[config.mk]
export PLATFORM = sky130hd
export DESIGN_NAME = cpreg_access_unit
export DESIGN_NICKNAME = d
export VERILOG_FILES = /design/src/rtl/cpreg_pkg.sv /design/src/rtl/cpreg_decode.sv /design/src/rtl/cpreg_perm.sv /design/src/rtl/cpreg_access_unit.sv
export SDC_FILE = /design/constraint.sdc
export NUM_CORES = 1
export LEC_CHECK = 0
export ABC_AREA = 1
export CORE_ASPECT_RATIO = 2
export CORE_MARGIN = 2
export CORE_UTILIZATION = 48
export CTS_BUF_LIST = sky130_fd_sc_hd__clkbuf_2 sky130_fd_sc_hd__clkbuf_4 sky130_fd_sc_hd__clkbuf_8
export DETAILED_ROUTE_END_ITERATION = 8
export DONT_BUFFER_PORTS = 1
export PLACE_DENSITY = 0.71
export SYNTH_ARGS = -nofsm -noshare
export SYNTH_HDL_FRONTEND = slang
export SYNTH_SLANG_ARGS = --single-unit
export TNS_END_PERCENT = 100
[constraint.sdc]
create_clock -name clk -period 1.11 [get_ports clk]
set_input_delay 0.2775 -clock clk [delete_from_list [all_inputs] [get_ports clk]]
set_output_delay 0.2775 -clock clk [all_outputs]
set_load 0.01 [all_outputs]
[src/rtl/cpreg_pkg.sv]
package cpreg_pkg;
    localparam int INSTR_W = 32;
    localparam int IDX_W   = 4;
    localparam int OP1_LO  = 21;
    localparam int DIR_BIT = 20;
    localparam int CRN_LO  = 16;
    localparam int RT_LO   = 12;
    localparam int CPN_LO  = 8;
    localparam int OP2_LO  = 5;
    localparam int CRM_LO  = 0;
    localparam logic [2:0] SEL_OP1 = 3'd6;
    localparam logic [3:0] CRN_CTL = 4'd0;
    localparam logic [3:0] CRN_HB  = 4'd1;

    typedef struct packed {
        logic             is_read;
        logic [IDX_W-1:0] rt;
        logic             cp_match;
        logic             sel_ctl;
        logic             sel_hb;
    } dec_t;
endpackage

[src/rtl/cpreg_decode.sv]
module cpreg_decode
    import cpreg_pkg::*;
#(
    parameter int CP_NUM = 14
) (
    input  logic [INSTR_W-1:0] instr,
    output dec_t               dec
);
    logic [2:0] op1, op2;
    logic [3:0] crn, crm, cpn;
    logic       base_hit;
    logic       unused_bits;

    assign op1 = instr[OP1_LO +: 3];
    assign op2 = instr[OP2_LO +: 3];
    assign crn = instr[CRN_LO +: 4];
    assign crm = instr[CRM_LO +: 4];
    assign cpn = instr[CPN_LO +: 4];
    assign unused_bits = ^{instr[31:24], instr[4]};

    assign base_hit = (op1 == SEL_OP1) && (crm == 4'd0) && (op2 == 3'd0);

    always_comb begin
        dec.is_read  = instr[DIR_BIT];
        dec.rt       = instr[RT_LO +: IDX_W];
        dec.cp_match = (cpn == 4'(CP_NUM));
        dec.sel_ctl  = base_hit && (crn == CRN_CTL);
        dec.sel_hb   = base_hit && (crn == CRN_HB);
    end
endmodule

[src/rtl/cpreg_perm.sv]
module cpreg_perm
    import cpreg_pkg::*;
(
    input  logic valid,
    input  dec_t dec,
    input  logic user,
    input  logic feat_en,
    input  logic alt_core,
    input  logic ctl_bit,
    output logic grant,
    output logic trap,
    output logic fwd
);
    logic local_op, known, denied;

    always_comb begin
        fwd      = valid && (alt_core || !dec.cp_match);
        local_op = valid && !fwd;
        known    = feat_en && (dec.sel_ctl || dec.sel_hb);
        denied   = user && (dec.sel_ctl || (dec.sel_hb && ctl_bit));
        grant    = local_op && known && !denied;
        trap     = local_op && !grant;
    end
endmodule

[src/rtl/cpreg_access_unit.sv]
module cpreg_access_unit
    import cpreg_pkg::*;
#(
    parameter int CP_NUM = 14,
    parameter int DATA_W = 32
) (
    input  logic              clk,
    input  logic              rst_n,
    input  logic              instr_valid,
    input  logic [31:0]       instr_word,
    input  logic              user_mode,
    input  logic [DATA_W-1:0] gpr_rdata,
    input  logic              feat_en,
    input  logic              alt_core,
    output logic              wb_en,
    output logic [3:0]        wb_idx,
    output logic [DATA_W-1:0] wb_data,
    output logic              undef_trap,
    output logic              hook_fwd,
    output logic              ctl_chg
);
    typedef struct packed {
        logic              ctl;
        logic [DATA_W-1:0] hbase;
        logic              wb_en;
        logic [IDX_W-1:0]  wb_idx;
        logic [DATA_W-1:0] wb_data;
        logic              trap;
        logic              fwd;
        logic              chg;
    } st_t;

    st_t  st_d, st_q;
    dec_t dec;
    logic grant, trap, fwd;
    logic              ctl_q;
    logic [DATA_W-1:0] hbase_q;

    assign ctl_q   = st_q.ctl;
    assign hbase_q = st_q.hbase;

    cpreg_decode #(.CP_NUM(CP_NUM)) u_dec (
        .instr (instr_word),
        .dec   (dec)
    );

    cpreg_perm u_perm (
        .valid    (instr_valid),
        .dec      (dec),
        .user     (user_mode),
        .feat_en  (feat_en),
        .alt_core (alt_core),
        .ctl_bit  (st_q.ctl),
        .grant    (grant),
        .trap     (trap),
        .fwd      (fwd)
    );

    always_comb begin
        st_d         = st_q;
        st_d.wb_en   = 1'b0;
        st_d.wb_idx  = '0;
        st_d.wb_data = '0;
        st_d.trap    = trap;
        st_d.fwd     = fwd;
        st_d.chg     = 1'b0;
        if (grant) begin
            if (dec.is_read) begin
                st_d.wb_en   = 1'b1;
                st_d.wb_idx  = dec.rt;
                st_d.wb_data = dec.sel_ctl ? {{(DATA_W-1){1'b0}}, st_q.ctl} : st_q.hbase;
            end else if (dec.sel_ctl) begin
                st_d.ctl = gpr_rdata[0];
                st_d.chg = (gpr_rdata[0] != st_q.ctl);
            end else begin
                st_d.hbase = gpr_rdata;
            end
        end
    end

    always_ff @(posedge clk or negedge rst_n) begin
        if (!rst_n) st_q <= '0;
        else        st_q <= st_d;
    end

    assign wb_en      = st_q.wb_en;
    assign wb_idx     = st_q.wb_idx;
    assign wb_data    = st_q.wb_data;
    assign undef_trap = st_q.trap;
    assign hook_fwd   = st_q.fwd;
    assign ctl_chg    = st_q.chg;
endmodule

### After elaboration in Yosys (flattened, before gate mapping)

Index checks and enable logic that the tools add are counted.

| cells by class | value |
|---|---|
| equality and inequality tests | 4 |
| mux-type cells | 6 |
| bitwise logic cells | 2 |
| reduce and logical (&&, ||, !) cells | 24 |

Operators by type and width:

| kind | count |
|---|---|
| $mux W37 | 2 |
| $mux W32 | 1 |
| $logic_and A1 B1 Y1 | 12 |
| $logic_not A4 Y1 | 2 |
| $reduce_and A3 Y1 | 2 |
| $eq A4 B1 Y1 const B | 1 |
| $eq A4 B4 Y1 const B | 1 |
| $logic_not A1 Y1 | 4 |
| $eq A3 B3 Y1 const B | 1 |
| $logic_not A3 Y1 | 1 |
| $logic_or A1 B1 Y1 | 3 |
| $mux W1 | 3 |
| $not A1 Y1 | 2 |
| $ne A1 B1 Y1 | 1 |

| storage, ports and cells | value |
|---|---|
| register bits after elaboration | 73 |
| bits of input ports | 70 |
| output and inout port bits | 40 |
| logic and storage cells | 44 |

### Depth between registers and ports, before layout

Gate-level depths: netlist (run 1).

| depth | value |
|---|---|
| word-level depth | 11 |
| mapped depth | 10 |

### Modules after synthesis

A second synthesis (run 1) with hierarchy kept.

| second synthesis, totals | value |
|---|---|
| cell total of the unflattened synthesis | 305 |
| area total of the unflattened synthesis | 2929.1 um^2 |

Modules (own cells, without submodules):

| module | times used | cells an instance | area an instance (um^2) | sequential area each (um^2) |
|---|---|---|---|---|
| cpreg_access_unit | 1 | 271 | 2745.1 | 1826.8 |
| cpreg_decode | 1 | 24 | 136.4 | 0.0 |
| cpreg_perm | 1 | 10 | 47.5 | 0.0 |

### Worst setup path after synthesis (run 1)

No wires, ideal clock.

| path | value |
|---|---|
| path type | input -> register |
| from | input instr_word[3] |
| to | register st_q (netlist bit hbase_q[0]) |
| setup time | 0.117 ns |
| arrival time | 1.245 ns |
| slack | -0.252 ns |
| cell stages on the path | 9 |
| path through | nor2_1 > nand2_1 > nor2_2 > nand3_1 > nor2_4 > nand3_2 > buf_2 > nand2_1 > nand2_1 |

| on the way | value |
|---|---|
| word-level cells in the longest chain between the ends | 10 |
| elaborated cells on any way between the ends | 15 |

RTL lines:

| what | RTL line | text |
|---|---|---|
| start: declaration | cpreg_access_unit.sv:10 | `input logic [31:0] instr_word,` |
| $logic_not A4 Y1 (*) | cpreg_decode.sv:21 | `assign base_hit = (op1 == SEL_OP1) && (crm == 4'd0) && (op2 == 3'd0);` |
| $logic_and A1 B1 Y1 (*) (2 in a row) | cpreg_decode.sv:21 |  |
| $logic_and A1 B1 Y1 | cpreg_decode.sv:28 | `dec.sel_hb = base_hit && (crn == CRN_HB);` |
| $logic_and A1 B1 Y1 | cpreg_perm.sv:20 | `denied = user && (dec.sel_ctl \|\| (dec.sel_hb && ctl_bit));` |
| $logic_or A1 B1 Y1 | cpreg_perm.sv:20 |  |
| $logic_and A1 B1 Y1 | cpreg_perm.sv:20 |  |
| $logic_not A1 Y1 | cpreg_perm.sv:21 | `grant = local_op && known && !denied;` |
| $logic_and A1 B1 Y1 | cpreg_perm.sv:21 |  |
| $reduce_and A3 Y1 (no line) (*) | n/a |  |
| end signal: assignment | cpreg_access_unit.sv:83 | `else st_q <= st_d;` |
| end: declaration | cpreg_access_unit.sv:33 | `st_t st_d, st_q;` |

Mark *: on every way between the ends. The rest lies on a longest branch, timed or not.
A chain may end at the register's enable or synchronous reset.

### Final worst setup path (run 1)

| path | value |
|---|---|
| from | register st_q (netlist bit ctl_q) |
| to | register st_q (netlist bit hbase_q[4]) |

| on the way | value |
|---|---|
| word-level cells in the longest chain between the ends | 6 |

RTL lines:

| what | RTL line |
|---|---|
| $logic_and A1 B1 Y1 | cpreg_perm.sv:20 |
| $logic_or A1 B1 Y1 | cpreg_perm.sv:20 |
| $logic_and A1 B1 Y1 | cpreg_perm.sv:20 |
| $logic_not A1 Y1 | cpreg_perm.sv:21 |
| $logic_and A1 B1 Y1 | cpreg_perm.sv:21 |
| $reduce_and A3 Y1 (no line) | n/a |

No other way between the ends.

==> qor.csv, run 1 <==
metric;value;unit
synth_area;2860;µm²
synthAdderAreaFrac;0;
grt_overflow_total;0;
drv_cap;0;
critPathArrivalTime;1.45;ns
clock_skew;0.0133;ns
syn_area_per_cell;9.57;µm²
r2r-end;hbase_q[4]$_DFFE_PN0P_;
dieArea;6630;µm²
end_kind;flip-flop;
cts_tree;done;
p_switching;0.936;mW
p_leak;1.74;nW
grt_max_degree;74;
final_area;3480;µm²
dp_slack;-0.338;ns
total_power;4.80;mW
status;complete, but fails checks;
rows;39;
timing.fmax;823;MHz
fin_crit;1.22;ns
final_common_cell;nand2_1;
synth_xor_area_frac;0.00306;
placed_cell_area;3090;µm²
clock-root-buffer;clkbuf_8;
drtAntennaViolNets;0;
start_util;0.497;
synth_top_family_by_area;simple AND/OR/NAND/NOR gates;
rr_worst_depth;8;
nets;389;
syn_inst;299;
power_density;1380;nW/µm²
coreArea;5760;µm²
vias;2098;
clockBufferDepth;2;
numPortBuffers;0;
tightest_slew;0.277;ns
max-vdd-ir-drop;0.000918;V
vias_per_cell;5.45;
wl;6.01;mm
htree_levels;3;
dp_hpwl;3.88;mm
synth_cell_types;22;
yosysSeqAreaShare;0.638;
path_cells;inv_2, nand2_2, nand2_4, buf_12, buf_12, clkbuf_16, nand4_1, nand2_1;
pwr-share-comb;0.014;
synth-simple-area-share;0.302;
p_clk_frac;0.431;
violations;design-rule violations, negative hold slack, negative setup slack;
place_congestion;0.713;
min_path_type;in -> async;
yosysTopAreaCell;dfrtp_1;
hold_viol;73;
synth_mux_area_frac;0;
drcViolationCount;7;
antenna_found_initial;0;
finalSetupTns;-3.76;ns
rrSetupSlack;-0.11;ns
utilization;0.604;
area_growth;21.5;%
synth.area.top_cells;dfrtp_1, nand2_1, nand4_1, nor2_1, buf_2;
drive_above_1_share;0.231;
drv_slew;0;
ys_warn_count;0;
syn_nets;369;
hold_ws;-0.381;ns
finalSetupViolations;71;
track_usage;0.189;
die-width;58.6;µm
first_pass_iters;6;
wl_per_cell;15.6;µm
p_int;3.86;mW
worstPathMaxFanout;7;
critPathRequiredTime;1.34;ns
final_cell_mix;nand2_1, dfrtp_1, nor2_1, nand4_1, buf_4;
r2r_start;ctl_q$_DFFE_PN0P_;
slowest_delay;0.37;ns
diodes;0;
io_pins;110;
path_class;reg -> reg;
slowest_stage;dfrtp_1;
grt_pass1_vias;2024;
crit_top_cell;buf_12;
post-route-period-util;1.09;
slew_headroom;0.816;
nFillCells;485;
die_y;113;µm
cts.sinks;73;
clk_pin_slew_worst_paths;0.08;ns
synth_compound_area_frac;0.00612;
dr.first_iter.drc_count;73;
seq_power_share;0.555;
fin_cells;385;
yosys_register_bits;73;
placed_cells;361;
synth_top_area_frac;0.638;
clk_latency;0.34;ns
cp-start-kind;flip-flop;
grt_pass1_wl;9.27;mm
rsz0062_at_grt;true;
worst_slack;-0.105;ns
numCtsBuffers;9;
p_sw_frac;0.195;
## layout make-up
| cell class | count | area [µm²] | area share |
|---|---|---|---|
| Sequential cell | 73 | 1830 | 0.525 |
| Multi-Input combinational cell | 196 | 978 | 0.281 |
| Timing Repair Buffer | 27 | 352 | 0.101 |
| Clock buffer | 13 | 160 | 0.0460 |
| Tap cell | 61 | 76.3 | 0.0219 |
| Inverter | 12 | 45.0 | 0.0129 |
| Clock inverter | 3 | 40.0 | 0.0115 |
## cell families (layout without fill, tap and decap cells)
| group | count (synthesis) | in the layout |
|---|---|---|
| compound gates | 3 | 3 |
| flops | 73 | 73 |
| simple gates | 192 | 192 |
| xor+xnor | 1 | 1 |
| buf+inv | 30 | 55 |
## how the worst max path moves through the flow
stage	startpoint	endpoint	slack [ns]	depth (start not counted)
2_1_floorplan	instr_word[3]	hbase_q[0]$_DFFE_PN0P_	-0.23	9
3_3_place_gp	instr_word[10]	ctl_q$_DFFE_PN0P_	-0.29	7
3_5_place_dp	instr_word[19]	ctl_q$_DFFE_PN0P_	-0.34	9
4_1_cts	ctl_q$_DFFE_PN0P_	hbase_q[10]$_DFFE_PN0P_	-0.08	8
5_1_grt	ctl_q$_DFFE_PN0P_	hbase_q[12]$_DFFE_PN0P_	-0.16	8
6_report	ctl_q$_DFFE_PN0P_	hbase_q[4]$_DFFE_PN0P_	-0.11	8
## Yosys cell counts
master,count
nand2_1,102
dfrtp_1,73
nor2_1,44
nand4_1,33
inv_1,11
buf_2,9
clkbuf_1,6
nand3_1,4
buf_6,3
nand3_2,2
a21boi_0,1
a21oi_1,1
and2_1,1
and3_1,1
inv_2,1
nand2_4,1
nand3_4,1
nor2_2,1
nor2_4,1
nor3_2,1
o21ai_0,1
xnor2_1,1
## sequential cells by signal, indices dropped and copies added (netlist names)
signal      count
hbase_q        32
wb_data        32
wb_idx          4
ctl_chg         1
ctl_q           1
hook_fwd        1
undef_trap      1
wb_en           1
## per-layer routing
layer | global-route usage | share of wire | vias to the layer above
met2 | 0.319 | 0.54 | 82
met5 | 0 | 0 | -
met4 | 0.115 | 0.029 | 0
met3 | 0.0674 | 0.077 | 20
met1 | 0.192 | 0.36 | 998
li1 | - | - | 998
## repair_timing
action	4_1_cts	5_1_grt
pin swaps	9	18
cloned	1	1
endpoints found under the setup margin	67	72
setup buffers	4	2
endpoints found under the hold margin	73	73
gates resized for setup	10	13
## power groups by stage
stage / sequential, mW / clock [mW] / combinational, mW
2_1_floorplan: 2.71 / 0 / 0.0420
6_report: 2.66 / 2.07 / 0.0681
3_5_place_dp: 2.72 / 0 / 0.0673
5_1_grt: 2.66 / 2.21 / 0.0747
3_3_place_gp: 2.72 / 0 / 0.0663
4_1_cts: 2.66 / 2.11 / 0.0677
## worst max-delay path, delay by kind of cell, from the launching register on
family        cells  cell delay (ns)
buf+inv           4             0.47
flops             1             0.37
simple gates      4             0.27
Power figures use the tool's default switching activity.
==> run 2, diff against run 1 <==
--- a/config.mk
+++ b/config.mk
@@ -13,6 +13,7 @@
 export DETAILED_ROUTE_END_ITERATION = 8
 export DONT_BUFFER_PORTS = 1
 export PLACE_DENSITY = 0.71
+export SETUP_SLACK_MARGIN = 0.5
 export SYNTH_ARGS = -nofsm -noshare
 export SYNTH_HDL_FRONTEND = slang
 export SYNTH_SLANG_ARGS = --single-unit
==> run 2 against run 1 <==
Effect of this change:
- the flow still finishes with violations (design-rule violations, negative hold slack, negative setup slack)
- setup slack improved by 0.019 ns
- critical path depth decreased by 1
- routed wire length rose by 7.3%
- largest cell class unchanged
- highest routed layer unchanged
==> qor.csv, run 2 (synthesized netlist as in run 1, its figures left out) <==
metric;value;unit
status;complete, but fails checks;
violations;design-rule violations, negative hold slack, negative setup slack;
finalSetupTns;-4.17;ns
numCtsBuffers;9;
critPathRequiredTime;1.35;ns
start_util;0.497;
drtAntennaViolNets;0;
p_switching;0.999;mW
die-width;58.6;µm
drcViolationCount;4;
total_power;4.77;mW
routed-wl-met2;3.43;mm
drv_slew;0;
rsz0062_at_grt;true;
clockBufferDepth;2;
post-route-period-util;1.08;
placed_cells;357;
dp_hpwl;3.79;mm
finalSetupViolations;70;
place_congestion;0.748;
cts.sinks;73;
timing.fmax;836;MHz
rr_worst_depth;7;
worst_slack;-0.0860;ns
grt_pass1_wl;9.89;mm
pwr-share-comb;0.013;
vias_per_cell;5.54;
met1Wirelength;2.40;mm
max-vdd-ir-drop;0.000819;V
track_usage;0.203;
wl_per_cell;16.8;µm
fin_cells;383;
dp_slack;-0.341;ns
hold_ws;-0.379;ns
grt_pass1_vias;2097;
numPortBuffers;0;
placed_cell_area;3050;µm²
grt_overflow_total;0;
rows;39;
cp-start-kind;flip-flop;
power_density;1350;nW/µm²
final_cell_mix;nand2_1, dfrtp_1, nand4_1, nor2_2, nor2_1;
end_kind;flip-flop;
top_layer_used;met4;
p_leak;1.72;nW
htree_levels;3;
dr.first_iter.drc_count;89;
coreArea;5760;µm²
drv_cap;0;
clk_pin_slew_worst_paths;0.08;ns
tightest_slew;0.282;ns
fin_crit;1.20;ns
clock_skew;0.00719;ns
utilization;0.612;
p_sw_frac;0.209;
clk_latency;0.34;ns
final_area;3520;µm²
vias;2121;
first_pass_iters;6;
hold_viol;73;
p_int;3.77;mW
worstPathMaxFanout;8;
drive_above_1_share;0.295;
seq_power_share;0.558;
antenna_found_initial;0;
final_common_cell;nand2_1;
slew_headroom;0.812;
min_path_type;in -> async;
grt_max_degree;74;
cts_tree;done;
path_class;reg -> reg;
diodes;0;
p_clk_frac;0.429;
area_growth;23.0;%
critPathArrivalTime;1.43;ns
die_y;113;µm
io_pins;110;
clock-root-buffer;clkbuf_8;
dieArea;6630;µm²
routed-wl-met3;439;µm
wl;6.45;mm
nets;387;
run 2: cell types whose count changed in the layout (fill, tap and decap cells not counted), sizes merged:
cell / change
clkbuf: -2
clkinv: +2
buf: -3
clkinvlp: +1
run 2: area by class of cell:
cell class              count  area (µm²)
fillers                   487        2240
flip-flops and latches     73        1830
multi-input cells         196        1050
repair buffers             25         330
clock buffers              10         138
well taps                  61        76.3
clock inverters             6        57.6
inverters                  12        45.0
run 2: routing by layer:
metal | GRT usage | up-vias
li1 | - | 996
met1 | 0.236 | 1014
met2 | 0.318 | 99
met3 | 0.0594 | 12
met4 | 0.135 | 0
met5 | 0 | -
run 2: worst max-delay path, stage by stage, from the launching register on:
cell	delay [ns]
dfrtp_1	0.39
inv_2	0.07
nand2_2	0.07
nand2_4	0.10
nand3_4	0.14
clkbuf_16	0.21
nand2_1	0.06
nand2_1	0.05
run 2: timing repair:
item / 4_1_cts / 5_1_grt
hold endpoints to repair: 73 / 73
gates resized for setup: 15 / 33
gates cloned: 2 / 3
pin swaps: 2 / 3
buffers inserted: 4 / 1
endpoints found under the setup margin: 112 / 112
run 2: final timing paths:
path                                              from                 endpoint  slack [ns]
worst max-delay path                 ctl_q$_DFFE_PN0P_   hbase_q[5]$_DFFE_PN0P_       -0.09
worst min-delay path                             rst_n        ctl_chg$_DFF_PN0_       -0.38
worst max register to register       ctl_q$_DFFE_PN0P_   hbase_q[5]$_DFFE_PN0P_       -0.09
worst min register to register  hbase_q[0]$_DFFE_PN0P_   hbase_q[0]$_DFFE_PN0P_        0.47
max in group asynchronous                        rst_n  hbase_q[17]$_DFFE_PN0P_        1.37
min in group clk                        instr_word[12]      wb_idx[0]$_DFF_PN0_        0.04
run 2: power groups by stage:
stage | Clock, mW | Combinational [mW] | Sequential, mW
2_1_floorplan | 0 | 0.0424 | 2.71
3_3_place_gp | 0 | 0.0592 | 2.72
3_5_place_dp | 0 | 0.0603 | 2.71
4_1_cts | 2.09 | 0.0612 | 2.66
5_1_grt | 2.20 | 0.0688 | 2.66
6_report | 2.04 | 0.0616 | 2.66
